===== src/rtl/xbl_pkg.sv =====
`timescale 1ns/1ps
package xbl_pkg;
    typedef enum logic [1:0] {
        SZ_BYTE  = 2'd0,
        SZ_HALF  = 2'd1,
        SZ_WORD  = 2'd2,
        SZ_DWORD = 2'd3
    } acc_size_e;

    typedef enum logic [1:0] {
        TS_IDLE  = 2'd0,
        TS_BUSY  = 2'd1,
        TS_STALL = 2'd2
    } tmr_state_e;
endpackage


===== src/rtl/xbl_place.sv =====
`timescale 1ns/1ps
// Positions incoming write data inside the latch according to size.
module xbl_place #(
    parameter int LW = 32
) (
    input  logic [1:0]      size,
    input  logic            addr_lsb,
    input  logic [2*LW-1:0] wdata,
    output logic [LW-1:0]   lat_val
);
    import xbl_pkg::*;
    localparam int DW = 2 * LW;

    always_comb begin
        unique case (acc_size_e'(size))
            SZ_BYTE: begin
                if (addr_lsb)
                    lat_val = {8'h00, wdata[7:0], {(LW-16){1'b0}}};
                else
                    lat_val = {wdata[7:0], {(LW-8){1'b0}}};
            end
            SZ_HALF:  lat_val = {wdata[15:0], {(LW-16){1'b0}}};
            SZ_WORD:  lat_val = wdata[LW-1:0];
            SZ_DWORD: lat_val = wdata[DW-1:LW];
            default:  lat_val = '0;
        endcase
    end
endmodule


===== src/rtl/xbl_view.sv =====
`timescale 1ns/1ps
// Forms the read reply taken from the latch for each access size.
module xbl_view #(
    parameter int LW = 32
) (
    input  logic [1:0]      size,
    input  logic [LW-1:0]   lat,
    output logic [2*LW-1:0] rdata
);
    import xbl_pkg::*;
    localparam int DW = 2 * LW;

    always_comb begin
        unique case (acc_size_e'(size))
            SZ_BYTE:  rdata = {{(DW-8){1'b0}}, lat[LW-1 -: 8]};
            SZ_HALF:  rdata = {{(DW-16){1'b0}}, lat[LW-1 -: 16]};
            SZ_WORD:  rdata = {{LW{1'b0}}, lat};
            SZ_DWORD: rdata = {lat, {LW{1'b0}}};
            default:  rdata = '0;
        endcase
    end
endmodule


===== src/rtl/xbl_timer.sv =====
`timescale 1ns/1ps
// Busy window controller: IDLE, BUSY, STALL with one shared countdown.
module xbl_timer #(
    parameter int BUSY_CYCLES = 100
) (
    input  logic clk,
    input  logic rst_n,
    input  logic wr_go,
    input  logic rd_hit,
    output logic busy,
    output logic stall
);
    import xbl_pkg::*;
    localparam int CW = $clog2(BUSY_CYCLES + 1);

    tmr_state_e    state_q, state_d;
    logic [CW-1:0] cnt_q, cnt_d;
    logic          last_cycle;

    assign last_cycle = (cnt_q == CW'(1));

    always_comb begin
        state_d = state_q;
        cnt_d   = cnt_q;
        unique case (state_q)
            TS_IDLE: begin
                if (wr_go) begin
                    state_d = TS_BUSY;
                    cnt_d   = CW'(BUSY_CYCLES);
                end
            end
            TS_BUSY: begin
                cnt_d = cnt_q - CW'(1);
                if (last_cycle)
                    state_d = TS_IDLE;
                else if (rd_hit)
                    state_d = TS_STALL;
            end
            TS_STALL: begin
                cnt_d = cnt_q - CW'(1);
                if (last_cycle)
                    state_d = TS_IDLE;
            end
            default: begin
                state_d = TS_IDLE;
                cnt_d   = '0;
            end
        endcase
    end

    always_ff @(posedge clk) begin
        if (!rst_n) begin
            state_q <= TS_IDLE;
            cnt_q   <= '0;
        end else begin
            state_q <= state_d;
            cnt_q   <= cnt_d;
        end
    end

    always_comb begin
        busy  = (state_q == TS_BUSY);
        stall = (state_q == TS_STALL);
    end

    a_r1_cnt_bound: assert property (@(posedge clk) disable iff (!rst_n)
        cnt_q <= CW'(BUSY_CYCLES));
    a_r8_idle_cnt_clear: assert property (@(posedge clk) disable iff (!rst_n)
        (state_q == TS_IDLE) |-> (cnt_q == '0));
    a_r2_busy_no_restart: assert property (@(posedge clk) disable iff (!rst_n)
        (state_q != TS_IDLE) |=> (cnt_q != CW'(BUSY_CYCLES)));
endmodule


===== src/rtl/xbus_wlatch.sv =====
`timescale 1ns/1ps
module xbus_wlatch #(
    parameter int AW          = 32,
    parameter int LW          = 32,
    parameter int BUSY_CYCLES = 100
) (
    input  logic            clk,
    input  logic            rst_n,
    input  logic            req_valid,
    input  logic            req_write,
    input  logic [1:0]      req_size,
    input  logic [AW-1:0]   req_addr,
    input  logic [2*LW-1:0] req_wdata,
    output logic            rsp_valid,
    output logic [2*LW-1:0] rsp_rdata,
    output logic            busy,
    output logic            stall,
    output logic            dn_valid,
    output logic            dn_write,
    output logic [1:0]      dn_size,
    output logic [AW-1:0]   dn_addr,
    output logic [2*LW-1:0] dn_wdata,
    input  logic [2*LW-1:0] dn_rdata
);
    localparam int DW = 2 * LW;

    logic          wr_go, rd_hit;
    logic [LW-1:0] latch_q, lat_new;
    logic [DW-1:0] lat_view;
    logic          rsp_valid_q;
    logic [DW-1:0] rsp_rdata_q;

    assign wr_go  = req_valid &  req_write & ~busy;
    assign rd_hit = req_valid & ~req_write &  busy;

    xbl_place #(.LW(LW)) u_place (
        .size     (req_size),
        .addr_lsb (req_addr[0]),
        .wdata    (req_wdata),
        .lat_val  (lat_new)
    );

    xbl_view #(.LW(LW)) u_view (
        .size  (req_size),
        .lat   (latch_q),
        .rdata (lat_view)
    );

    xbl_timer #(.BUSY_CYCLES(BUSY_CYCLES)) u_timer (
        .clk    (clk),
        .rst_n  (rst_n),
        .wr_go  (wr_go),
        .rd_hit (rd_hit),
        .busy   (busy),
        .stall  (stall)
    );

    always_ff @(posedge clk) begin
        if (!rst_n) begin
            latch_q     <= '0;
            rsp_valid_q <= 1'b0;
            rsp_rdata_q <= '0;
        end else begin
            if (wr_go)
                latch_q <= lat_new;
            rsp_valid_q <= req_valid & ~req_write;
            if (req_valid & ~req_write)
                rsp_rdata_q <= rd_hit ? lat_view : dn_rdata;
        end
    end

    assign dn_valid  = req_valid & ~busy;
    assign dn_write  = req_write;
    assign dn_size   = req_size;
    assign dn_addr   = req_addr;
    assign dn_wdata  = req_wdata;
    assign rsp_valid = rsp_valid_q;
    assign rsp_rdata = rsp_rdata_q;

    a_r9_no_fwd_busy: assert property (@(posedge clk) disable iff (!rst_n)
        busy |-> !dn_valid);
    a_r9_busy_stall_excl: assert property (@(posedge clk) disable iff (!rst_n)
        !(busy && stall));
    a_r9_no_req_in_stall: assert property (@(posedge clk) disable iff (!rst_n)
        stall |-> !req_valid);
    a_r1_write_opens: assert property (@(posedge clk) disable iff (!rst_n)
        (req_valid && req_write && !busy && !stall) |=> busy);
    a_r2_latch_hold: assert property (@(posedge clk) disable iff (!rst_n)
        !(req_valid && req_write && !busy) |=> $stable(latch_q));
    a_r4_read_ends_busy: assert property (@(posedge clk) disable iff (!rst_n)
        (req_valid && !req_write && busy) |=> !busy);
    a_r3_rsp_follows: assert property (@(posedge clk) disable iff (!rst_n)
        (req_valid && !req_write) |=> rsp_valid);
endmodule


===== config.mk =====
export PLATFORM = sky130hd
export DESIGN_NAME = xbus_wlatch
export DESIGN_NICKNAME = d
export VERILOG_FILES = /design/src/rtl/xbl_pkg.sv /design/src/rtl/xbl_place.sv /design/src/rtl/xbl_view.sv /design/src/rtl/xbl_timer.sv /design/src/rtl/xbus_wlatch.sv
export SDC_FILE = /design/constraint.sdc
export NUM_CORES = 1
export LEC_CHECK = 0
export BUFFER_PORTS_ARGS = -buffer_cell sky130_fd_sc_hd__buf_2
export CAP_MARGIN = 15
export CORE_AREA = 3 3 128 130
export CTS_CLUSTER_SIZE = 12
export DETAILED_ROUTE_END_ITERATION = 12
export DIE_AREA = 0 0 131 133
export GPL_ROUTABILITY_DRIVEN = 0
export HOLD_SLACK_MARGIN = 0.03
export PLACE_DENSITY_LB_ADDON = 0.08
export SYNTH_ARGS = -nofsm -noshare
export SYNTH_HDL_FRONTEND = slang
export SYNTH_SLANG_ARGS = --single-unit

===== constraint.sdc =====
create_clock -name clk -period 2.1 [get_ports clk]
set_input_delay 0.525 -clock clk [delete_from_list [all_inputs] [get_ports clk]]
set_output_delay 0.525 -clock clk [all_outputs]
set_load 0.05 [all_outputs]

After elaboration in Yosys (flattened, before gate mapping)
Cells that the tools add are included. W data, S select, Z words.

Add/subtract/negate cells: 1. Equal/unequal tests: 9. Muxes and demuxes: 11. Bitwise logic cells: 7. Reduce and logical (&&, ||, !) cells: 4.

Operator list (count): $pmux W64 S4 (1); $pmux W32 S4 (1); $mux W64 (1); $mux W32 (1); $pmux W7 S2 (1); $mux W2 (4); $eq A7 B1 Y1 const B (1); $mux W7 (1); $sub A7 B1 Y7 const B (1); $eq A2 B2 Y1 const B (3); $pmux W2 S3 (1); $and A1 B1 Y1 (5); $eq A2 B1 Y1 const B (2); $logic_not A2 Y1 (2); $ne A2 B1 Y1 const B (2); $ne A3 B1 Y1 const B (1); $reduce_and A3 Y1 (1); $not A1 Y1 (2); $reduce_or A2 Y1 (1).

Flip-flop bits (word level): 106. Bits of input ports: 166. Output and inout port bits: 167. Word-level logic and storage cells: 37.

Longest topological paths before layout
Gate-level depths: netlist (run 1).

Depth in word-level cells: 6. Mapped depth: 8. Mapped depth without buffers: 6.

Hierarchy
From an unflattened synthesis (run 1), not the netlist that was laid out.

Cells, all modules: 791. Area, all modules: 6817.8 um^2.

Modules (own cells, without submodules): xbus_wlatch (instances 1, cells an instance 533, area an instance 4728.3 um^2); xbl_place (instances 1, cells an instance 99, area an instance 819.5 um^2); xbl_view (instances 1, cells an instance 95, area an instance 663.1 um^2); xbl_timer (instances 1, cells an instance 64, area an instance 606.8 um^2).

Worst setup path after synthesis (run 1)
No wires, ideal clock.

Path kind: register to output. Start point: register u_timer.state_q[1]. End point: output dn_valid. Arrival: 1.951 ns. Path slack: -0.376 ns. Cell stages (with the launch flop): 6. Path through: dfxtp_1 inv_1 ha_1 buf_4 clkbuf_1 nor2b_1.

Cells in the longest elaborated chain, start to end: 3.

Ends and longest elaborated chain: start, declared (RTL line xbl_timer.sv:16) `tmr_state_e state_q, state_d;`; start signal, assigned (RTL line xbl_timer.sv:56) `state_q <= state_d;`; $eq A2 B1 Y1 (RTL line xbl_timer.sv:62) `busy = (state_q == TS_BUSY);`; named net busy (RTL line xbus_wlatch.sv:16) `output logic busy,`; $not A1 Y1 (RTL line xbus_wlatch.sv:72) `assign dn_valid = req_valid & ~busy;`; $and A1 B1 Y1 (RTL line xbus_wlatch.sv:72); end, declared (RTL line xbus_wlatch.sv:18) `output logic dn_valid,`.

The timed path passes the listed nets, and every way through them passes these cells.

Final worst setup path (run 1)
Start point: register u_timer.state_q[1]. End point: output busy.

Cells in the longest elaborated chain, start to end: 1.

Ends and longest elaborated chain (RTL line): $eq A2 B1 Y1 (xbl_timer.sv:62); end, declared (xbus_wlatch.sv:16).

No other way between the ends.

==> results.txt, run 1 <==
----------------------------------------------------
[Detailed routing]
  Total wirelength of the detailed-routed design ... 22500 um
  Post-detailed-route DRC marker count ... 0
  Final ANT Viol Nets ... 0
  Routed vias/inst ... 5.39
  Initial DRT Pass Iterations ... 4
  Number of violations reported at the end of detailed-routing iteration 0 ... 443
  Routed wire per std cell ... 21.0 um
  Vias ... 5770

[Global routing]
  First-pass GRT wire length ... 33500 um
  Number of antenna violations at the first check in global routing ... 1
  Via count of the first global-routing pass ... 5810
  Global-route usage over all layers ... 25.0%
  Maximum number of pins on one net before global-route repair ... 44
  GRT Residual Overflow ... 0

[Synthesis]
  Most common library cells after synthesis ... sky130_fd_sc_hd__buf_4 (108), sky130_fd_sc_hd__dfxtp_1 (106), sky130_fd_sc_hd__nor2_1 (69), sky130_fd_sc_hd__a221oi_1 (64), sky130_fd_sc_hd__nor3_1 (49)
  Top cells by area in the synthesized netlist ... sky130_fd_sc_hd__dfxtp_1 (35%), sky130_fd_sc_hd__buf_4 (13%), sky130_fd_sc_hd__a221oi_1 (9.2%), sky130_fd_sc_hd__mux2_2 (4.5%), sky130_fd_sc_hd__nor2_1 (4.3%)
  Number of enable-type register cells in the synthesized netlist ... 0
  FF+latch count, synth ... 106
  Cell type with the largest total area after synthesis ... sky130_fd_sc_hd__dfxtp_1
  Share of the synthesized area in the top cell type ... 35.0%
  Commonest register cell after synthesis ... sky130_fd_sc_hd__dfxtp_1
  Number of standard cells after synthesis ... 703
  Unique masters post-synth ... 48
  Avg Cell Area, Syn ... 8.62 um^2
  Most instantiated library cell after synthesis ... sky130_fd_sc_hd__buf_4
  Sequential-to-total area share from yosys stat ... 35.0%
  Async set-or-reset flop fraction in the synthesized netlist ... 0%
  YS warnings ... 0
  Syn nets ... 876
  Post-synthesis cell area ... 0.00606 mm^2

[STA]
  Final Setup Violations ... 0
  Shortest period the worst path allows ... 2010 ps
  Final setup skew ... 9.28 ps
  Setup TNS ... 0 ps
  Measured slew at the worst slew-check pin ... 578 ps
  Tightest hold margin ... 469 ps
  Headroom to the max-slew limit ... 60.9%
  RSZ-0062 raised after global routing ... false
  Max frequency ... 498 MHz
  Fraction of the cycle the final worst path needs ... 95.6%
  Hold violation count in the final report ... 0
  Max-slew violation count ... 0

[Power and ir drop]
  Worst voltage drop across the vdd grid ... 394 uV
  Power per cell area ... 916 mW/mm^2
  LEAKAGE ... 3.15 nW

[Floorplanning]
  Width of the die ... 131 um
  Full die area ... 0.0174 mm^2
  Number of placed I/O pins ... 333
  Initial core utilization ... 39.7%
  Area of the core ... 0.0153 mm^2
  Core Rows ... 45
  Y dimension of the die ... 133 um

[Run status]
  Status ... complete, no violations

[CTS]
  Cts hold-fix bufs ... 0
  Inserted Clock Buffers ... 9
  Maximum level of the CTS H-tree ... 3
  Clock root cell ... sky130_fd_sc_hd__clkbuf_16
  Clk sink count ... 106
  TritonCTS clock tree ... built
  Number of buffers on the longest clock path ... 2
  Post-CTS clock slew at the launch and capture registers of the worst setup and hold paths ... 70 ps
  Later-pin clock latency in the skew report ... 350 ps

[Setup path]
  Cell at the slowest stage of the critical path ... sky130_fd_sc_hd__dfxtp_1
  Setup Crit Path Kind ... flop to output pin
  Largest stage delay, worst path ... 330 ps
  Cells traversed along the worst timing path ... inv_1 -> ha_4 -> buf_4 -> clkbuf_4
  Crit end category ... output pin
  Critical path launch point type ... flop
  Crit path max fanout ... 10
  WP data required ... 1570 ps
  Crit path arrival time ... 1480 ps

[Cells and area]
  Fraction of layout cells with a size suffix above 1 ... 41.4%
  Area growth syn-to-layout ... 18.7%
  Net count of the finished layout ... 1026
  Total of fill cells in the finished design ... 1594
  Util after Layout ... 47.2%

[Place]
  Post-detail-place hpwl ... 17700 um
  Count of buffers inserted at the top-level ports ... 270

[Run]
  Max capacitance violation total ... 0

[Worst hold path]
  Kind of path behind the tightest hold check ... flop to flop

----------------------------------------------------
## kinds of logic after synthesis
logic type      Yosys count  synth area share (%)
simple gates            215                  17.1
fa+ha+maj                 7                  1.44
flops                   106                  35.0
mux                      41                  7.47
buf+inv                 178                  18.8
compound gates          156                  20.1
## flip-flops by register name (all words and copies together), names as in the netlist
name,count
u_timer.cnt_q,7
rsp_rdata,64
u_timer.state_q,2
rsp_valid,1
latch_q,32
## final timing paths
| path | from | to | slack [ps] | cells after the start |
|---|---|---|---|---|
| max | u_timer.state_q[1]$_SDFFE_PN0P_ | busy | 90 | 4 |
| min reg2reg | rsp_rdata[4]$_SDFFE_PN0P_ | rsp_rdata[4]$_SDFFE_PN0P_ | 470 | 2 |
| min | rsp_rdata[4]$_SDFFE_PN0P_ | rsp_rdata[4]$_SDFFE_PN0P_ | 470 | 2 |
| max reg2reg | u_timer.state_q[1]$_SDFFE_PN0P_ | latch_q[30]$_SDFFE_PN0P_ | 180 | 7 |
## power by group
part           total (W)  switching, W  internal [W]
clock network    0.00168      0.000770      0.000906
registers        0.00246      0.000226       0.00223
logic            0.00246       0.00167      0.000790
## area by class of cell
class                      instances  area [um^2]  area share [%]
antenna                            1         2.50          0.0348
clock buffer                      13          270            3.76
clock inverter                     3         22.5           0.313
inverter                          19         71.3           0.991
multi-input combinational        419         2830            39.3
sequential                       106         2120            29.5
tap                              211          264            3.67
timing repair buffer             298         1610            22.4
## what timing repair did
| item | in CTS | in global routing |
|---|---|---|
| gates resized for setup | 1 | 1 |
| buffers inserted | 0 | 2 |
| endpoints found under the setup margin | 1 | 1 |
## stage by stage
step,std cells,setup slack [ps],power (W),cell area (um^2)
after floorplan,703,126,0.00443,6070
after global placement,1051,167,0.00487,6870
after detailed placement,1051,156,0.00491,6870
after CTS,1067,16.9,0.00659,7180
after global routing,1070,21.0,0.00690,7200
final,1070,91.8,0.00659,7200
## placed cells by master (no fill, tap or decap), drive strengths merged, types with 9 or more instances in the layout
cell / count
nor2: 70
mux2i: 16
o211ai: 9
mux2: 24
dfxtp: 106
clkbuf: 14
a211oi: 15
nor3b: 16
a21oi: 17
a21boi: 16
a221oi: 64
o221ai: 9
buf: 297
nor3: 49
nand2: 34
nand3: 26
inv: 19
## per-layer routing
layer	share of wire, %	global-route usage, %	vias up	routed length (um)
li1	-	-	2766	-
met1	43	33.1	2719	9680
met2	48	41.4	241	10900
met3	6.6	4.16	44	1480
met4	1.8	7.66	0	413
met5	0	0	-	0
## critical path: cells and delay by family, from the launching register on
| kind | cells | cell delay [ps] |
|---|---|---|
| flip-flops | 1 | 330 |
| buffers and inverters | 3 | 600 |
| adder cells (fa/ha/maj) | 1 | 210 |
(Power assumes the default switching activity.)
==> inputs of run 2 (changes only) <==
--- a/config.mk
+++ b/config.mk
@@ -7,13 +7,14 @@
 export LEC_CHECK = 0
 export BUFFER_PORTS_ARGS = -buffer_cell sky130_fd_sc_hd__buf_2
 export CAP_MARGIN = 15
-export CORE_AREA = 3 3 128 130
+export CORE_MARGIN = 3
+export CORE_UTILIZATION = 35
 export CTS_CLUSTER_SIZE = 12
 export DETAILED_ROUTE_END_ITERATION = 12
-export DIE_AREA = 0 0 131 133
 export GPL_ROUTABILITY_DRIVEN = 0
 export HOLD_SLACK_MARGIN = 0.03
 export PLACE_DENSITY_LB_ADDON = 0.08
 export SYNTH_ARGS = -nofsm -noshare
 export SYNTH_HDL_FRONTEND = slang
 export SYNTH_SLANG_ARGS = --single-unit
+export TNS_END_PERCENT = 1
==> constraint.sdc (replaced) <==
create_clock -name clk -period 2.3 [get_ports clk]
set_input_delay 0.575 -clock clk [delete_from_list [all_inputs] [get_ports clk]]
set_output_delay 0.575 -clock clk [all_outputs]
set_load 0.05 [all_outputs]
==> results.txt, run 2 (synthesis results as in run 1) <==
----------------------------------------------------
[STA]
  Headroom to the max-slew limit ... 53.6% (-7.3 points)
  Shortest period the worst path allows ... 2190 ps
  Tightest hold margin ... 456 ps (-13.8 ps)
  Fraction of the cycle the final worst path needs ... 95.1%
  Setup TNS ... 0 ps (unchanged)
  Max-slew violation count ... 0 (unchanged)
  Final Setup Violations ... 0 (unchanged)
  Hold violation count in the final report ... 0 (unchanged)
  Measured slew at the worst slew-check pin ... 695 ps (+117 ps)
  RSZ-0062 raised after global routing ... false
  Max frequency ... 457 MHz
  Final setup skew ... 8.22 ps (-1.07 ps)

[Power and ir drop]
  Net Sw Frac ... 39.0% (-1.4 points)
  Pint ... 0.00381 W (-2.9%)
  Register share of total power ... 35.9% (-1.4 points)
  Combinational fraction of design power ... 35.2% (-2.1 points)
  Part of the power in the clock network ... 28.9% (+3.5 points)
  Worst voltage drop across the vdd grid ... 430 uV (+9.2%)
  LEAKAGE ... 3.14 nW (-0.53%)
  Overall power of the completed layout ... 0.00626 W (-5.1%)
  Switching power summed over all nets ... 0.00244 W (-8.3%)
  Power per cell area ... 871 mW/mm^2 (-4.9%)

[CTS]
  Post-CTS resize count ... 0 (-1)
  Post-CTS clock slew at the launch and capture registers of the worst setup and hold paths ... 70 ps (about the same)
  Inserted Clock Buffers ... 9 (unchanged)
  Post-CTS Setup Repair Bufs ... 0 (unchanged)
  TritonCTS clock tree ... built
  Clk sink count ... 106 (unchanged)
  Maximum level of the CTS H-tree ... 3 (unchanged)
  Number of buffers on the longest clock path ... 2 (unchanged)
  Later-pin clock latency in the skew report ... 350 ps (about the same)
  Cts hold-fix bufs ... 0 (unchanged)
  Clock root cell ... sky130_fd_sc_hd__clkbuf_16

[Floorplanning]
  Width of the die ... 138 um (+5.1%)
  Area of the core ... 0.0168 mm^2 (+9.8%)
  Number of placed I/O pins ... 333 (unchanged)
  Initial core utilization ... 36.2% (-3.6 points)
  Full die area ... 0.0189 mm^2 (+8.7%)
  Core Rows ... 47 (+4.4%)
  Y dimension of the die ... 138 um (+3.5%)

[Global routing]
  Via count of the first global-routing pass ... 5693 (-2.0%)
  GRT Residual Overflow ... 0 (unchanged)
  Number of antenna violations at the first check in global routing ... 1 (unchanged)
  First-pass GRT wire length ... 34100 um (+2.0%)
  Maximum number of pins on one net before global-route repair ... 46 (+4.5%)
  Global-route usage over all layers ... 23.9% (-1.1 points)

[Place]
  Count of buffers inserted at the top-level ports ... 270 (unchanged)
  Dpl cell area ... 0.00683 mm^2 (-0.56%)
  Post-detail-place hpwl ... 18200 um (+2.3%)

[Detailed routing]
  Routed vias/inst ... 5.52 (+2.4%)
  Total wirelength of the detailed-routed design ... 23500 um (+4.6%)
  Post-detailed-route DRC marker count ... 0 (unchanged)
  Final ANT Viol Nets ... 0 (unchanged)
  Number of violations reported at the end of detailed-routing iteration 0 ... 399 (-9.9%)
  Vias ... 5923 (+2.7%)
  Initial DRT Pass Iterations ... 5 (+1)
  Routed wire per std cell ... 21.9 um (+4.3%)

[Setup path]
  Kind of cell adding the most delay to the critical path ... buffers and inverters
  Critical path launch point type ... flop
  Slack of the worst reg-to-reg path ... 270 ps (+90 ps)
  R2R cell count ... 6 (-1)
  WP data required ... 1730 ps (+160 ps)
  Crit path arrival time ... 1610 ps (+130 ps)
  Largest stage delay, worst path ... 330 ps (about the same)
  Reg-to-Reg End ... rsp_rdata[62]$_SDFFE_PN0P_
  Setup Crit Path Kind ... flop to output pin
  Crit path max fanout ... 10 (unchanged)
  Critical Path Start ... u_timer.state_q[1]$_SDFFE_PN0P_
  Crit end category ... output pin
  Worst path bufs/invs ... 3 (unchanged)
  Critical Path Sink ... busy
  Launching point of the worst reg2reg path ... u_timer.state_q[1]$_SDFFE_PN0P_
  Cell at the slowest stage of the critical path ... sky130_fd_sc_hd__dfxtp_1
  WP depth ... 4 (unchanged)
  Cells traversed along the worst timing path ... inv_1 -> ha_1 -> buf_4 -> buf_2

[Cells and area]
  Fraction of layout cells with a size suffix above 1 ... 40.7% (-0.65 points)
  Util after Layout ... 42.9% (-4.3 points)
  Commonest cells after routing, fill and taps aside ... sky130_fd_sc_hd__buf_2 (270), sky130_fd_sc_hd__dfxtp_1 (106), sky130_fd_sc_hd__nor2_1 (69)
  Post-route cell area ... 0.00718 mm^2 (-0.19%)
  Net count of the finished layout ... 1020 (-0.58%)
  Max reg flops ... 64 (unchanged)
  Area growth syn-to-layout ... 18.4%
  Most frequent standard cell in the layout excluding fill and tap cells ... sky130_fd_sc_hd__buf_2

[Run]
  Max capacitance violation total ... 0 (unchanged)

[Worst hold path]
  Kind of path behind the tightest hold check ... flop to flop
  Worst Hold Path Cells ... 2 (unchanged)

[Run status]
  Status ... complete, no violations

----------------------------------------------------
run 2: how the worst min path moves through the flow:
stage	end	from
2_1_floorplan	u_timer.cnt_q[1]$_SDFFE_PN0P_	u_timer.cnt_q[1]$_SDFFE_PN0P_
3_3_place_gp	rsp_rdata[7]$_SDFFE_PN0P_	rsp_rdata[7]$_SDFFE_PN0P_
3_5_place_dp	rsp_rdata[7]$_SDFFE_PN0P_	rsp_rdata[7]$_SDFFE_PN0P_
4_1_cts	rsp_rdata[7]$_SDFFE_PN0P_	rsp_rdata[7]$_SDFFE_PN0P_
5_1_grt	rsp_rdata[4]$_SDFFE_PN0P_	rsp_rdata[4]$_SDFFE_PN0P_
6_report	rsp_rdata[7]$_SDFFE_PN0P_	rsp_rdata[7]$_SDFFE_PN0P_
run 2: final cells by class:
cell class	instances	area, um^2
clock inverters	4	98.8
multi-input cells	419	2810
flip-flops and latches	106	2120
clock buffers	12	246
fillers	1765	9580
diodes	1	2.50
well taps	220	275
inverters	19	71.3
repair buffers	292	1550
run 2: worst min-delay path, cell delays in order, from the launching register on:
cell and delay, ps:
sky130_fd_sc_hd__dfxtp_1 310, sky130_fd_sc_hd__nand2_1 50, sky130_fd_sc_hd__a21oi_1 50
run 2: through the flow:
| step | instances | setup slack (ps) |
|---|---|---|
| finish | 1073 | 112 |
| global route | 1073 | 46.1 |
| CTS | 1072 | 115 |
| detailed placement | 1056 | 216 |
| global placement | 1056 | 288 |
| floorplan | 703 | 25.3 |
run 2: routing by layer:
| layer | global-route usage [%] | part of all wire (%) |
|---|---|---|
| met5 | 0 | 0 |
| met1 | 31.8 | 42 |
| met2 | 40.0 | 49 |
| met4 | 7.32 | 1.9 |
| met3 | 3.51 | 6.9 |
run 2: power by group through the flow:
stage | Combinational (W) | Clock [W] | Sequential (W)
floorplan | 0.00149 | 0 | 0.00256
global placement | 0.00217 | 0 | 0.00228
detailed placement | 0.00219 | 0 | 0.00229
CTS | 0.00220 | 0.00184 | 0.00224
global route | 0.00238 | 0.00191 | 0.00227
finish | 0.00220 | 0.00181 | 0.00224
==> inputs of run 3 (changes only) <==
--- a/config.mk
+++ b/config.mk
@@ -14,6 +14,7 @@
 export GPL_ROUTABILITY_DRIVEN = 0
 export HOLD_SLACK_MARGIN = 0.03
 export PLACE_DENSITY_LB_ADDON = 0.08
+export RECOVER_POWER = 100
 export SYNTH_ARGS = -nofsm -noshare
 export SYNTH_HDL_FRONTEND = slang
 export SYNTH_SLANG_ARGS = --single-unit
==> results.txt, run 3 (synthesis results as in run 1) <==
----------------------------------------------------
[Setup path]
  Crit end category ... output pin
  Crit path max fanout ... 10 (unchanged)
  Worst path bufs/invs ... 3 (unchanged)
  Cells traversed along the worst timing path ... inv_1 -> ha_1 -> buf_4 -> clkbuf_2
  Reg-to-Reg End ... latch_q[14]$_SDFFE_PN0P_
  R2R cell count ... 6 (unchanged)
  Cell at the slowest stage of the critical path ... sky130_fd_sc_hd__dfxtp_1
  Setup Crit Path Kind ... flop to output pin
  Slack of the worst reg-to-reg path ... 200 ps (-70 ps)
  Crit path arrival time ... 1620 ps (about the same)
  Kind of cell adding the most delay to the critical path ... buffers and inverters
  Critical path launch point type ... flop
  Launching point of the worst reg2reg path ... u_timer.state_q[1]$_SDFFE_PN0P_
  Largest stage delay, worst path ... 330 ps (about the same)
  WP data required ... 1730 ps (about the same)

[STA]
  Hold violation count in the final report ... 0 (unchanged)
  Setup TNS ... 0 ps (unchanged)
  Headroom to the max-slew limit ... 47.1% (-6.5 points)
  Max-slew violation count ... 0 (unchanged)
  RSZ-0062 raised after global routing ... false
  Final setup skew ... 9.55 ps (+1.33 ps)
  Shortest period the worst path allows ... 2200 ps (+11.0 ps)
  Max frequency ... 455 MHz (-0.50%)
  Fraction of the cycle the final worst path needs ... 95.6% (+0.48 points)
  Final Setup Violations ... 0 (unchanged)
  Measured slew at the worst slew-check pin ... 794 ps (+98.6 ps)

[Power and ir drop]
  Part of the power in the clock network ... 29.2% (+0.3 points)
  Pint ... 0.00375 W (-1.6%)
  Power per cell area ... 885 mW/mm^2 (+1.6%)
  Switching power summed over all nets ... 0.00244 W (+0.12%)
  Combinational fraction of design power ... 34.5% (-0.7 points)
  Net Sw Frac ... 39.5% (+0.42 points)
  Register share of total power ... 36.3% (+0.4 points)
  Worst voltage drop across the vdd grid ... 428 uV (-0.53%)
  LEAKAGE ... 2.68 nW (-15%)

[Worst hold path]
  Hold Startpoint ... rsp_rdata[7]$_SDFFE_PN0P_
  Endpoint of the worst hold path ... rsp_rdata[7]$_SDFFE_PN0P_
  Kind of path behind the tightest hold check ... flop to flop
  Worst Hold Path Cells ... 2 (unchanged)

[Floorplanning]
  Number of placed I/O pins ... 333 (unchanged)
  Core Rows ... 47 (unchanged)
  Initial core utilization ... 36.2% (unchanged)
  Area of the core ... 0.0168 mm^2 (unchanged)
  Y dimension of the die ... 138 um (unchanged)
  Width of the die ... 138 um (unchanged)
  Full die area ... 0.0189 mm^2 (unchanged)

[Place]
  Count of buffers inserted at the top-level ports ... 270 (unchanged)
  Post-detail-place hpwl ... 18200 um (unchanged)
  Dpl cell area ... 0.00683 mm^2 (unchanged)

[Run]
  Max capacitance violation total ... 0 (unchanged)

[Global routing]
  Number of antenna violations at the first check in global routing ... 1 (unchanged)
  First-pass GRT wire length ... 34100 um (unchanged)
  GRT Residual Overflow ... 0 (unchanged)
  Global-route usage over all layers ... 23.9% (unchanged)
  Maximum number of pins on one net before global-route repair ... 46 (unchanged)
  Via count of the first global-routing pass ... 5693 (unchanged)

[Cells and area]
  Post-route cell area ... 0.00700 mm^2 (-2.5%)
  Total of fill cells in the finished design ... 1823 (+3.3%)
  Max reg flops ... 64 (unchanged)
  Most frequent standard cell in the layout excluding fill and tap cells ... sky130_fd_sc_hd__clkbuf_1
  Fraction of layout cells with a size suffix above 1 ... 24.6% (-16 points)
  Area growth syn-to-layout ... 15.4%
  Net count of the finished layout ... 1020 (unchanged)
  Commonest cells after routing, fill and taps aside ... sky130_fd_sc_hd__clkbuf_1 (136), sky130_fd_sc_hd__buf_2 (133), sky130_fd_sc_hd__dfxtp_1 (106)

[CTS]
  Post-CTS resize count ... 0 (unchanged)
  Later-pin clock latency in the skew report ... 350 ps (about the same)
  Number of buffers on the longest clock path ... 2 (unchanged)
  Maximum level of the CTS H-tree ... 3 (unchanged)
  Clk sink count ... 106 (unchanged)
  Post-CTS clock slew at the launch and capture registers of the worst setup and hold paths ... 70 ps (about the same)
  Cts hold-fix bufs ... 0 (unchanged)
  TritonCTS clock tree ... built
  Post-CTS Setup Repair Bufs ... 0 (unchanged)
  Clock root cell ... sky130_fd_sc_hd__clkbuf_16
  Inserted Clock Buffers ... 9 (unchanged)

[Detailed routing]
  Vias ... 5890 (-0.56%)
  Routed vias/inst ... 5.49 (-0.56%)
  Post-detailed-route DRC marker count ... 0 (unchanged)
  Final ANT Viol Nets ... 0 (unchanged)
  Routed wire per std cell ... 21.9 um (about the same)
  Number of violations reported at the end of detailed-routing iteration 0 ... 386 (-3.3%)
  Total wirelength of the detailed-routed design ... 23500 um (about the same)
  Initial DRT Pass Iterations ... 5 (unchanged)

[Run status]
  Status ... complete, no violations

----------------------------------------------------
## run 3: changes by cell type in the layout (fill, tap and decap cells not counted), moves of 2 or more
cell,change
sky130_fd_sc_hd__buf_2,-137
sky130_fd_sc_hd__clkbuf_1,+134
sky130_fd_sc_hd__clkbuf_2,+6
sky130_fd_sc_hd__buf_4,-3
sky130_fd_sc_hd__nand2_1,+2
sky130_fd_sc_hd__nand2_2,-2
## run 3: worst max-delay path by stage
stage,startpoint,endpoint,cells past startpoint
finish,u_timer.state_q[1]$_SDFFE_PN0P_,busy,4
floorplan,u_timer.state_q[1]$_SDFFE_PN0P_,dn_valid,5
CTS,u_timer.state_q[1]$_SDFFE_PN0P_,busy,4
global placement,req_size[1],rsp_rdata[25]$_SDFFE_PN0P_,5
detailed placement,req_size[1],rsp_rdata[25]$_SDFFE_PN0P_,5
global route,u_timer.state_q[1]$_SDFFE_PN0P_,busy,4
## run 3: through the flow
step / power [W] / instances / setup slack [ps] / utilization (%) / hold WS [ps]
5_1_grt: 0.00650 / 1073 / 30.9 / 41.8 / 482
4_1_cts: 0.00628 / 1072 / 115 / 42.8 / 457
2_1_floorplan: 0.00404 / 703 / 25.3 / - / 445
3_3_place_gp: 0.00445 / 1056 / 288 / 40.8 / 445
3_5_place_dp: 0.00447 / 1056 / 216 / 40.8 / 447
6_report: 0.00620 / 1073 / 101 / 41.8 / 458
## run 3: layout make-up
cell class | count | area, um^2 | area share (%)
clock buffers | 12 | 246 | 3.52
flip-flops and latches | 106 | 2120 | 30.3
inverters | 19 | 71.3 | 1.02
well taps | 220 | 275 | 3.93
repair buffers | 292 | 1380 | 19.7
diodes | 1 | 2.50 | 0.0358
clock inverters | 4 | 98.8 | 1.41
multi-input cells | 419 | 2800 | 40.1
## run 3: worst register-to-register path: stages, from the launching register on
cell	delay [ps]
sky130_fd_sc_hd__dfxtp_1	360
sky130_fd_sc_hd__inv_1	100
sky130_fd_sc_hd__ha_1	270
sky130_fd_sc_hd__and3b_1	390
sky130_fd_sc_hd__clkbuf_2	480
sky130_fd_sc_hd__nand3_1	230
sky130_fd_sc_hd__a21boi_0	200
## run 3: power by group through the flow
stage	Combinational (W)	Clock, W	Sequential (W)
after global placement	0.00217	0	0.00228
after detailed placement	0.00219	0	0.00229
after global routing	0.00231	0.00191	0.00227
after CTS	0.00220	0.00184	0.00224
after floorplan	0.00149	0	0.00256
final	0.00214	0.00181	0.00225
## run 3: per-layer routing
layer	routed length (um)	global-route usage, %
met1	9960	31.8
met2	11400	40.0
met3	1670	3.51
met4	454	7.32
met5	0	0
